[src/rtl/ep_hs_pkg.sv]
package ep_hs_pkg;

    typedef enum logic [1:0] {
        EP_CTRL = 2'b00,
        EP_ISO  = 2'b01,
        EP_BULK = 2'b10,
        EP_INTR = 2'b11
    } ep_kind_e;

    typedef enum logic [1:0] {
        TK_NONE  = 2'b00,
        TK_SETUP = 2'b01,
        TK_OUT   = 2'b10,
        TK_IN    = 2'b11
    } tok_kind_e;

    typedef enum logic [3:0] {
        ST_IDLE,
        ST_ACK_KEEP,
        ST_ACK_DROP,
        ST_NAK,
        ST_STALL,
        ST_ZLP,
        ST_SEND,
        ST_ISO_KEEP,
        ST_SILENT
    } hs_state_e;

    typedef struct packed {
        logic ack;
        logic nak;
        logic stall;
        logic zlp;
        logic send;
        logic store;
    } hs_resp_t;

    localparam hs_resp_t RESP_NONE = '0;

endpackage

[src/rtl/ep_hs_regs.sv]
module ep_hs_regs
    import ep_hs_pkg::*;
(
    input  logic     clk,
    input  logic     rst_n,
    input  logic     cfg_we,
    input  logic     cfg_stall,
    input  logic     cfg_snoop,
    input  ep_kind_e cfg_type,
    input  logic     set_nak,
    input  logic     clr_nak,
    input  logic     set_even_d0,
    input  logic     set_odd_d1,
    input  logic     hw_nak_set,
    input  logic     setup_seen,
    input  logic     pid_toggle,
    output logic     nak_q,
    output logic     stall_q,
    output logic     snoop_q,
    output ep_kind_e type_q,
    output logic     pid_q,
    output logic     odd_q
);

    logic pid_forcible;
    logic par_forcible;

    always_comb begin
        pid_forcible = (type_q == EP_BULK) || (type_q == EP_INTR);
        par_forcible = (type_q == EP_ISO);
    end

    // configuration bits: only a configuration write moves them
    always_ff @(posedge clk or negedge rst_n) begin
        if (!rst_n) begin
            stall_q <= 1'b0;
            snoop_q <= 1'b0;
            type_q  <= EP_CTRL;
        end else if (cfg_we) begin
            stall_q <= cfg_stall;
            snoop_q <= cfg_snoop;
            type_q  <= cfg_type;
        end
    end

    // NAK: any set source beats the clear strobe
    always_ff @(posedge clk or negedge rst_n) begin
        if (!rst_n) begin
            nak_q <= 1'b0;
        end else if (set_nak || hw_nak_set) begin
            nak_q <= 1'b1;
        end else if (clr_nak) begin
            nak_q <= 1'b0;
        end
    end

    // expected data PID
    always_ff @(posedge clk or negedge rst_n) begin
        if (!rst_n) begin
            pid_q <= 1'b0;
        end else if (setup_seen) begin
            pid_q <= 1'b1;
        end else if (pid_forcible && set_odd_d1) begin
            pid_q <= 1'b1;
        end else if (pid_forcible && set_even_d0) begin
            pid_q <= 1'b0;
        end else if (pid_toggle) begin
            pid_q <= ~pid_q;
        end
    end

    // isochronous frame parity
    always_ff @(posedge clk or negedge rst_n) begin
        if (!rst_n) begin
            odd_q <= 1'b0;
        end else if (par_forcible && set_odd_d1) begin
            odd_q <= 1'b1;
        end else if (par_forcible && set_even_d0) begin
            odd_q <= 1'b0;
        end
    end

    p_stall_sticky_r5: assert property (@(posedge clk) disable iff (!rst_n)
        (stall_q && !cfg_we) |=> stall_q)
        else $error("R5: STALL dropped without a configuration write");

    p_nak_set_r2: assert property (@(posedge clk) disable iff (!rst_n)
        set_nak |=> nak_q)
        else $error("R2: set strobe did not set NAK");

    p_nak_clr_r2: assert property (@(posedge clk) disable iff (!rst_n)
        (clr_nak && !set_nak && !hw_nak_set) |=> !nak_q)
        else $error("R2: clear strobe did not clear NAK");

    p_ctrl_pid_r10: assert property (@(posedge clk) disable iff (!rst_n)
        (type_q == EP_CTRL && !setup_seen && !pid_toggle) |=> $stable(pid_q))
        else $error("R10: control endpoint PID moved by a strobe");

endmodule

[src/rtl/ep_hs_decide.sv]
module ep_hs_decide
    import ep_hs_pkg::*;
(
    input  logic      tok_valid,
    input  tok_kind_e tok_kind,
    input  ep_kind_e  ep_type,
    input  logic      nak,
    input  logic      stall,
    input  logic      snoop,
    input  logic      fifo_space,
    input  logic      tx_avail,
    input  logic      rx_pid,
    input  logic      pkt_err,
    input  logic      exp_pid,
    input  logic      glob_np_in_nak,
    input  logic      glob_out_nak,
    output hs_state_e nxt_st,
    output logic      pid_toggle,
    output logic      setup_seen
);

    logic is_iso;
    logic stall_live;
    logic out_block;
    logic in_block;
    logic bad_pkt;

    always_comb begin
        is_iso     = (ep_type == EP_ISO);
        stall_live = stall && ((ep_type == EP_BULK) || (ep_type == EP_INTR));
        out_block  = nak || glob_out_nak;
        in_block   = nak || (glob_np_in_nak &&
                             ((ep_type == EP_CTRL) || (ep_type == EP_BULK)));
        bad_pkt    = pkt_err && !snoop;
    end

    always_comb begin
        nxt_st     = ST_IDLE;
        pid_toggle = 1'b0;
        setup_seen = 1'b0;
        if (tok_valid) begin
            unique case (tok_kind)
                TK_SETUP: begin
                    nxt_st     = ST_ACK_KEEP;
                    setup_seen = 1'b1;
                end
                TK_OUT: begin
                    if (is_iso) begin
                        if (out_block || bad_pkt || !fifo_space) begin
                            nxt_st = ST_SILENT;
                        end else begin
                            nxt_st = ST_ISO_KEEP;
                        end
                    end else if (stall_live) begin
                        nxt_st = ST_STALL;
                    end else if (out_block) begin
                        nxt_st = ST_NAK;
                    end else if (bad_pkt) begin
                        nxt_st = ST_SILENT;
                    end else if (!fifo_space) begin
                        nxt_st = ST_NAK;
                    end else if (rx_pid == exp_pid) begin
                        nxt_st     = ST_ACK_KEEP;
                        pid_toggle = 1'b1;
                    end else begin
                        nxt_st = ST_ACK_DROP;
                    end
                end
                TK_IN: begin
                    if (stall_live) begin
                        nxt_st = ST_STALL;
                    end else if (is_iso) begin
                        nxt_st = (!nak && tx_avail) ? ST_SEND : ST_ZLP;
                    end else if (in_block || !tx_avail) begin
                        nxt_st = ST_NAK;
                    end else begin
                        nxt_st = ST_SEND;
                    end
                end
                default: nxt_st = ST_IDLE;
            endcase
        end
    end

endmodule

[src/rtl/ep_hs_fsm.sv]
module ep_hs_fsm
    import ep_hs_pkg::*;
(
    input  logic      clk,
    input  logic      rst_n,
    input  hs_state_e nxt_st,
    output hs_resp_t  resp
);

    hs_state_e st_q;

    always_ff @(posedge clk or negedge rst_n) begin
        if (!rst_n) begin
            st_q <= ST_IDLE;
        end else begin
            st_q <= nxt_st;
        end
    end

    always_comb begin
        resp = RESP_NONE;
        unique case (st_q)
            ST_IDLE:     resp = RESP_NONE;
            ST_ACK_KEEP: begin resp.ack = 1'b1; resp.store = 1'b1; end
            ST_ACK_DROP: resp.ack   = 1'b1;
            ST_NAK:      resp.nak   = 1'b1;
            ST_STALL:    resp.stall = 1'b1;
            ST_ZLP:      resp.zlp   = 1'b1;
            ST_SEND:     resp.send  = 1'b1;
            ST_ISO_KEEP: resp.store = 1'b1;
            ST_SILENT:   resp = RESP_NONE;
            default:     resp = RESP_NONE;
        endcase
    end

    p_one_hs_r13: assert property (@(posedge clk) disable iff (!rst_n)
        $onehot0({resp.ack, resp.nak, resp.stall, resp.zlp, resp.send}))
        else $error("R13: more than one handshake at once");

    p_idle_quiet_r13: assert property (@(posedge clk) disable iff (!rst_n)
        (nxt_st == ST_IDLE) |=> (resp == RESP_NONE))
        else $error("R13: response outside its cycle");

endmodule

[src/rtl/ep_handshake_ctrl.sv]
module ep_handshake_ctrl
    import ep_hs_pkg::*;
(
    input  logic       clk,
    input  logic       rst_n,
    input  logic       cfg_we,
    input  logic       cfg_stall,
    input  logic       cfg_snoop,
    input  logic [1:0] cfg_type,
    input  logic       set_nak,
    input  logic       clr_nak,
    input  logic       set_even_d0,
    input  logic       set_odd_d1,
    input  logic       tok_valid,
    input  logic [1:0] tok_kind,
    input  logic       fifo_space,
    input  logic       tx_avail,
    input  logic       rx_pid,
    input  logic       pkt_err,
    input  logic       xfer_done,
    input  logic       glob_np_in_nak,
    input  logic       glob_out_nak,
    output logic       hs_ack,
    output logic       hs_nak,
    output logic       hs_stall,
    output logic       zlp_req,
    output logic       send_data,
    output logic       store_data,
    output logic       exp_pid,
    output logic       frame_odd,
    output logic       nak_status
);

    logic      nak_q;
    logic      stall_q;
    logic      snoop_q;
    ep_kind_e  type_q;
    logic      pid_q;
    logic      odd_q;
    hs_state_e nxt_st;
    logic      pid_toggle;
    logic      setup_seen;
    logic      hw_nak_set;
    hs_resp_t  resp;

    assign hw_nak_set = setup_seen || xfer_done;

    ep_hs_regs u_regs (
        .clk         (clk),
        .rst_n       (rst_n),
        .cfg_we      (cfg_we),
        .cfg_stall   (cfg_stall),
        .cfg_snoop   (cfg_snoop),
        .cfg_type    (ep_kind_e'(cfg_type)),
        .set_nak     (set_nak),
        .clr_nak     (clr_nak),
        .set_even_d0 (set_even_d0),
        .set_odd_d1  (set_odd_d1),
        .hw_nak_set  (hw_nak_set),
        .setup_seen  (setup_seen),
        .pid_toggle  (pid_toggle),
        .nak_q       (nak_q),
        .stall_q     (stall_q),
        .snoop_q     (snoop_q),
        .type_q      (type_q),
        .pid_q       (pid_q),
        .odd_q       (odd_q)
    );

    ep_hs_decide u_decide (
        .tok_valid      (tok_valid),
        .tok_kind       (tok_kind_e'(tok_kind)),
        .ep_type        (type_q),
        .nak            (nak_q),
        .stall          (stall_q),
        .snoop          (snoop_q),
        .fifo_space     (fifo_space),
        .tx_avail       (tx_avail),
        .rx_pid         (rx_pid),
        .pkt_err        (pkt_err),
        .exp_pid        (pid_q),
        .glob_np_in_nak (glob_np_in_nak),
        .glob_out_nak   (glob_out_nak),
        .nxt_st         (nxt_st),
        .pid_toggle     (pid_toggle),
        .setup_seen     (setup_seen)
    );

    ep_hs_fsm u_fsm (
        .clk    (clk),
        .rst_n  (rst_n),
        .nxt_st (nxt_st),
        .resp   (resp)
    );

    assign hs_ack     = resp.ack;
    assign hs_nak     = resp.nak;
    assign hs_stall   = resp.stall;
    assign zlp_req    = resp.zlp;
    assign send_data  = resp.send;
    assign store_data = resp.store;
    assign exp_pid    = pid_q;
    assign frame_odd  = odd_q;
    assign nak_status = nak_q;

    p_setup_ack_r4: assert property (@(posedge clk) disable iff (!rst_n)
        (tok_valid && tok_kind == TK_SETUP) |=> (hs_ack && store_data))
        else $error("R4: SETUP not acknowledged");

    p_hw_nak_r3: assert property (@(posedge clk) disable iff (!rst_n)
        (xfer_done || (tok_valid && tok_kind == TK_SETUP)) |=> nak_status)
        else $error("R3: hardware did not set NAK");

    p_stall_wins_r5: assert property (@(posedge clk) disable iff (!rst_n)
        (tok_valid && tok_kind[1] && stall_q &&
         (type_q == EP_BULK || type_q == EP_INTR)) |=> hs_stall)
        else $error("R5: halted endpoint did not stall");

    p_iso_zlp_r7: assert property (@(posedge clk) disable iff (!rst_n)
        (tok_valid && tok_kind == TK_IN && type_q == EP_ISO && nak_q) |=> zlp_req)
        else $error("R7: isochronous IN under NAK without zero-length packet");

endmodule

[config.mk]
export PLATFORM = sky130hd
export DESIGN_NAME = ep_handshake_ctrl
export DESIGN_NICKNAME = d
export VERILOG_FILES = /design/src/rtl/ep_hs_pkg.sv /design/src/rtl/ep_hs_regs.sv /design/src/rtl/ep_hs_decide.sv /design/src/rtl/ep_hs_fsm.sv /design/src/rtl/ep_handshake_ctrl.sv
export SDC_FILE = /design/constraint.sdc
export NUM_CORES = 1
export LEC_CHECK = 0
export BUFFER_PORTS_ARGS = -buffer_cell sky130_fd_sc_hd__buf_2
export CAP_MARGIN = 10
export CORE_UTILIZATION = 28
export DETAILED_ROUTE_END_ITERATION = 10
export SYNTH_ARGS = -nofsm -noshare
export SYNTH_HDL_FRONTEND = slang
export SYNTH_HIERARCHICAL = 1
export SYNTH_SLANG_ARGS = --single-unit
[constraint.sdc]
create_clock -name clk -period 1.5 [get_ports clk]
set_input_delay 0.15 -clock clk [delete_from_list [all_inputs] [get_ports clk]]
set_output_delay 0.15 -clock clk [all_outputs]
set_load 0.01 [all_outputs]
==> impl_metrics.ini <==
[global_route]
grt_start_max_net_pins = 12
grt_usage_pct = 15.1
antenna_found_initial = 0
grt_pass1_wl_um = 2890
grt_pass1_vias = 696
grt-ovfl-total = 0

[sta]
setup_violations = 0
final.setup.tns_ns = 0
period_share_pct = 96.8
worst_slew_pin_slew_ns = 0.252
relSlewSlack_pct = 83.2
max_freq_mhz = 689
rsz0062_at_grt = true
finalHoldViolCount = 0
setup_slack_ns = 0.0483
whs_ns = 0.0682
slew_violations = 0
finalCriticalPeriod_ns = 1.45
fin_worst_skew_ns = 0.00349

[critical_path]
crit_slowest_cell = dfrtp_1
r2r-start = u_regs/type_q[0]
critPathLaunchType = flip-flop
crit_start = u_regs/type_q[0]
cp_max_fo = 4
path_cells = or2b_1 > nand2_2 > nor4_4 > xor2_1 > a221o_1
required_ns = 1.66
critical-path-top-delay-family = simple AND/OR/NAND/NOR gates
slowest_delay_ns = 0.37
critPathBufInv = 0
critPathKind = flip-flop to flip-flop
cp-end-kind = flip-flop
crit_arrival_ns = 1.61

[logic_synthesis]
yosys_warnings = 6
ys.flop_type = dfrtp_1
synth.avg_cell_area_um2 = 9.29
async_flop_share_pct = 100
synth-edff-count = 0
syn_inst = 73
synthesis.area_um2 = 678
syn_nets = 94
ys_types = 32
ys_ff_latch = 11
seq_area_frac_synth_pct = 40.6

[routing]
drt_iter0_drc = 20
dr.pass1.iters = 4
wl_per_cell_um = 12.4
met3_length_um = 103
drtAntennaViolNets = 0
wirelength_met1_um = 661
vias = 722
drcViolationCount = 0
viasPerCell = 5.05
highest_layer = met4
wl_um = 1770
wl_met2_um = 941

[die]
num_rows = 17
dieArea_um2 = 2620
dieHeight_um = 51.2
start_util_pct = 30.1
die_w_um = 51.2
core_area_um2 = 2250
io-pin-count = 30

[hold_path]
hold_start = clr_nak
hp-class = input port to flip-flop

[finish]
fillers = 244
layout_commonest_cell = buf_2
fin_area_um2 = 998
final_cell_mix = buf_2 (29), buf_4 (9), dfrtp_1 (9)
finish.utilization_pct = 44.3
fin_cells = 143
areaGrowthSynthToFinish_pct = 47.2
drive_gt1_share_pct = 49.6
num_antenna_cells = 0
nNetsFinal = 137

[outcome]
status = completed

[power_and_ir_drop]
p_leak_nw = 0.475
power.density_nw_per_um2 = 798
power_uw = 796
irDropWorstVdd_mv = 0.513

[place]
gp_congestion = 0.814
dpl_cell_area_um2 = 906
numPortBuffers = 29
dp.cells = 135
dpl_worst_slack_ns = 0.0321
dp_hpwl_um = 1360

[clock_network]
cts_tree = done
ctsLongestPathBuffers = 2
cts_root_buf = clkbuf_4
path_clk_slew_ns = 0.07
cts-buffers-inserted = 3
clock_latency_ns = 0.27
cts_sinks = 11
htree_levels = 1

[flow_run]
cap_viol_max_count = 0
-- final timing paths --
| kind | endpoint | slack [ns] | cells after the start |
|---|---|---|---|
| min | u_regs/nak_q | 0.07 | 2 |
| max | u_regs/pid_q | 0.05 | 5 |
| max reg2reg | u_regs/pid_q | 0.05 | 5 |
| min in group asynchronous | u_regs/type_q[1] | 0.27 | 2 |
| max in group asynchronous | u_fsm/st_q[1] | 1.01 | 2 |
| min reg2reg | u_regs/odd_q | 0.50 | 1 |
-- registers in the layout, summed over array words and instances, names as in the netlist --
| register | cells |
|---|---|
| u_fsm/st_q | 4 |
| u_regs/nak_q | 1 |
| u_regs/odd_q | 1 |
| u_regs/pid_q | 1 |
| u_regs/snoop_q | 1 |
| u_regs/stall_q | 1 |
| u_regs/type_q | 2 |
-- power breakdown --
group	internal [mW]	leakage (nW)	switching, mW	total [mW]
logic	0.128	0.330	0.114	0.242
clock network	0.103	0.0150	0.0987	0.202
registers	0.326	0.131	0.0268	0.353
-- synth_stat cells (3+ instances only) --
cell | n | share of area (%)
dfrtp_1 | 11 | 41
nand2_1 | 9 | 5.0
mux2_2 | 4 | 6.6
nor3_1 | 4 | 3.0
o21ai_0 | 4 | 3.0
a21oi_1 | 3 | 2.2
inv_1 | 3 | 1.7
nand3_1 | 3 | 2.2
nor3b_1 | 3 | 3.3
-- area by class of cell --
| cell class | count | area [um2] | area share [%] |
|---|---|---|---|
| Sequential cell | 11 | 278 | 27.8 |
| Timing Repair Buffer | 39 | 223 | 22.3 |
| Multi-Input combinational cell | 58 | 425 | 42.6 |
| Inverter | 3 | 11.3 | 1.13 |
| Clock buffer | 4 | 26.3 | 2.63 |
| Tap cell | 28 | 35.0 | 3.51 |
-- kinds of logic (layout without fill, tap and decap cells) --
logic type      count (synthesis)  after routing  share of synthesized area [%]
compound gates                 15             15                           15.1
flops                          11             11                           40.6
xor+xnor                        4              4                           5.17
simple gates                   35             35                           30.3
mux                             4              4                           6.64
buf+inv                         4             46                           2.21
-- what timing repair did --
| action | 4_1_cts | 5_1_grt |
|---|---|---|
| endpoints found under the hold margin | 11 | 0 |
| hold buffers | 1 | 0 |
| setup buffers | 0 | 3 |
| setup endpoints to repair | 0 | 2 |
| resized for setup | 0 | 7 |
-- layer usage --
layer | vias up | track usage (%)
met5 | - | 0
met4 | 0 | 5.86
met3 | 11 | 4.46
met2 | 35 | 27.9
met1 | 329 | 15.9
li1 | 347 | -
-- worst register-to-register path: cells and delay by family, from the launching register on --
kind,cells,cell delay (ns)
flops,1,0.37
simple gates,3,0.57
compound gates,1,0.29
xor+xnor,1,0.10
Note: power is estimated with default switching activity, not from simulation.
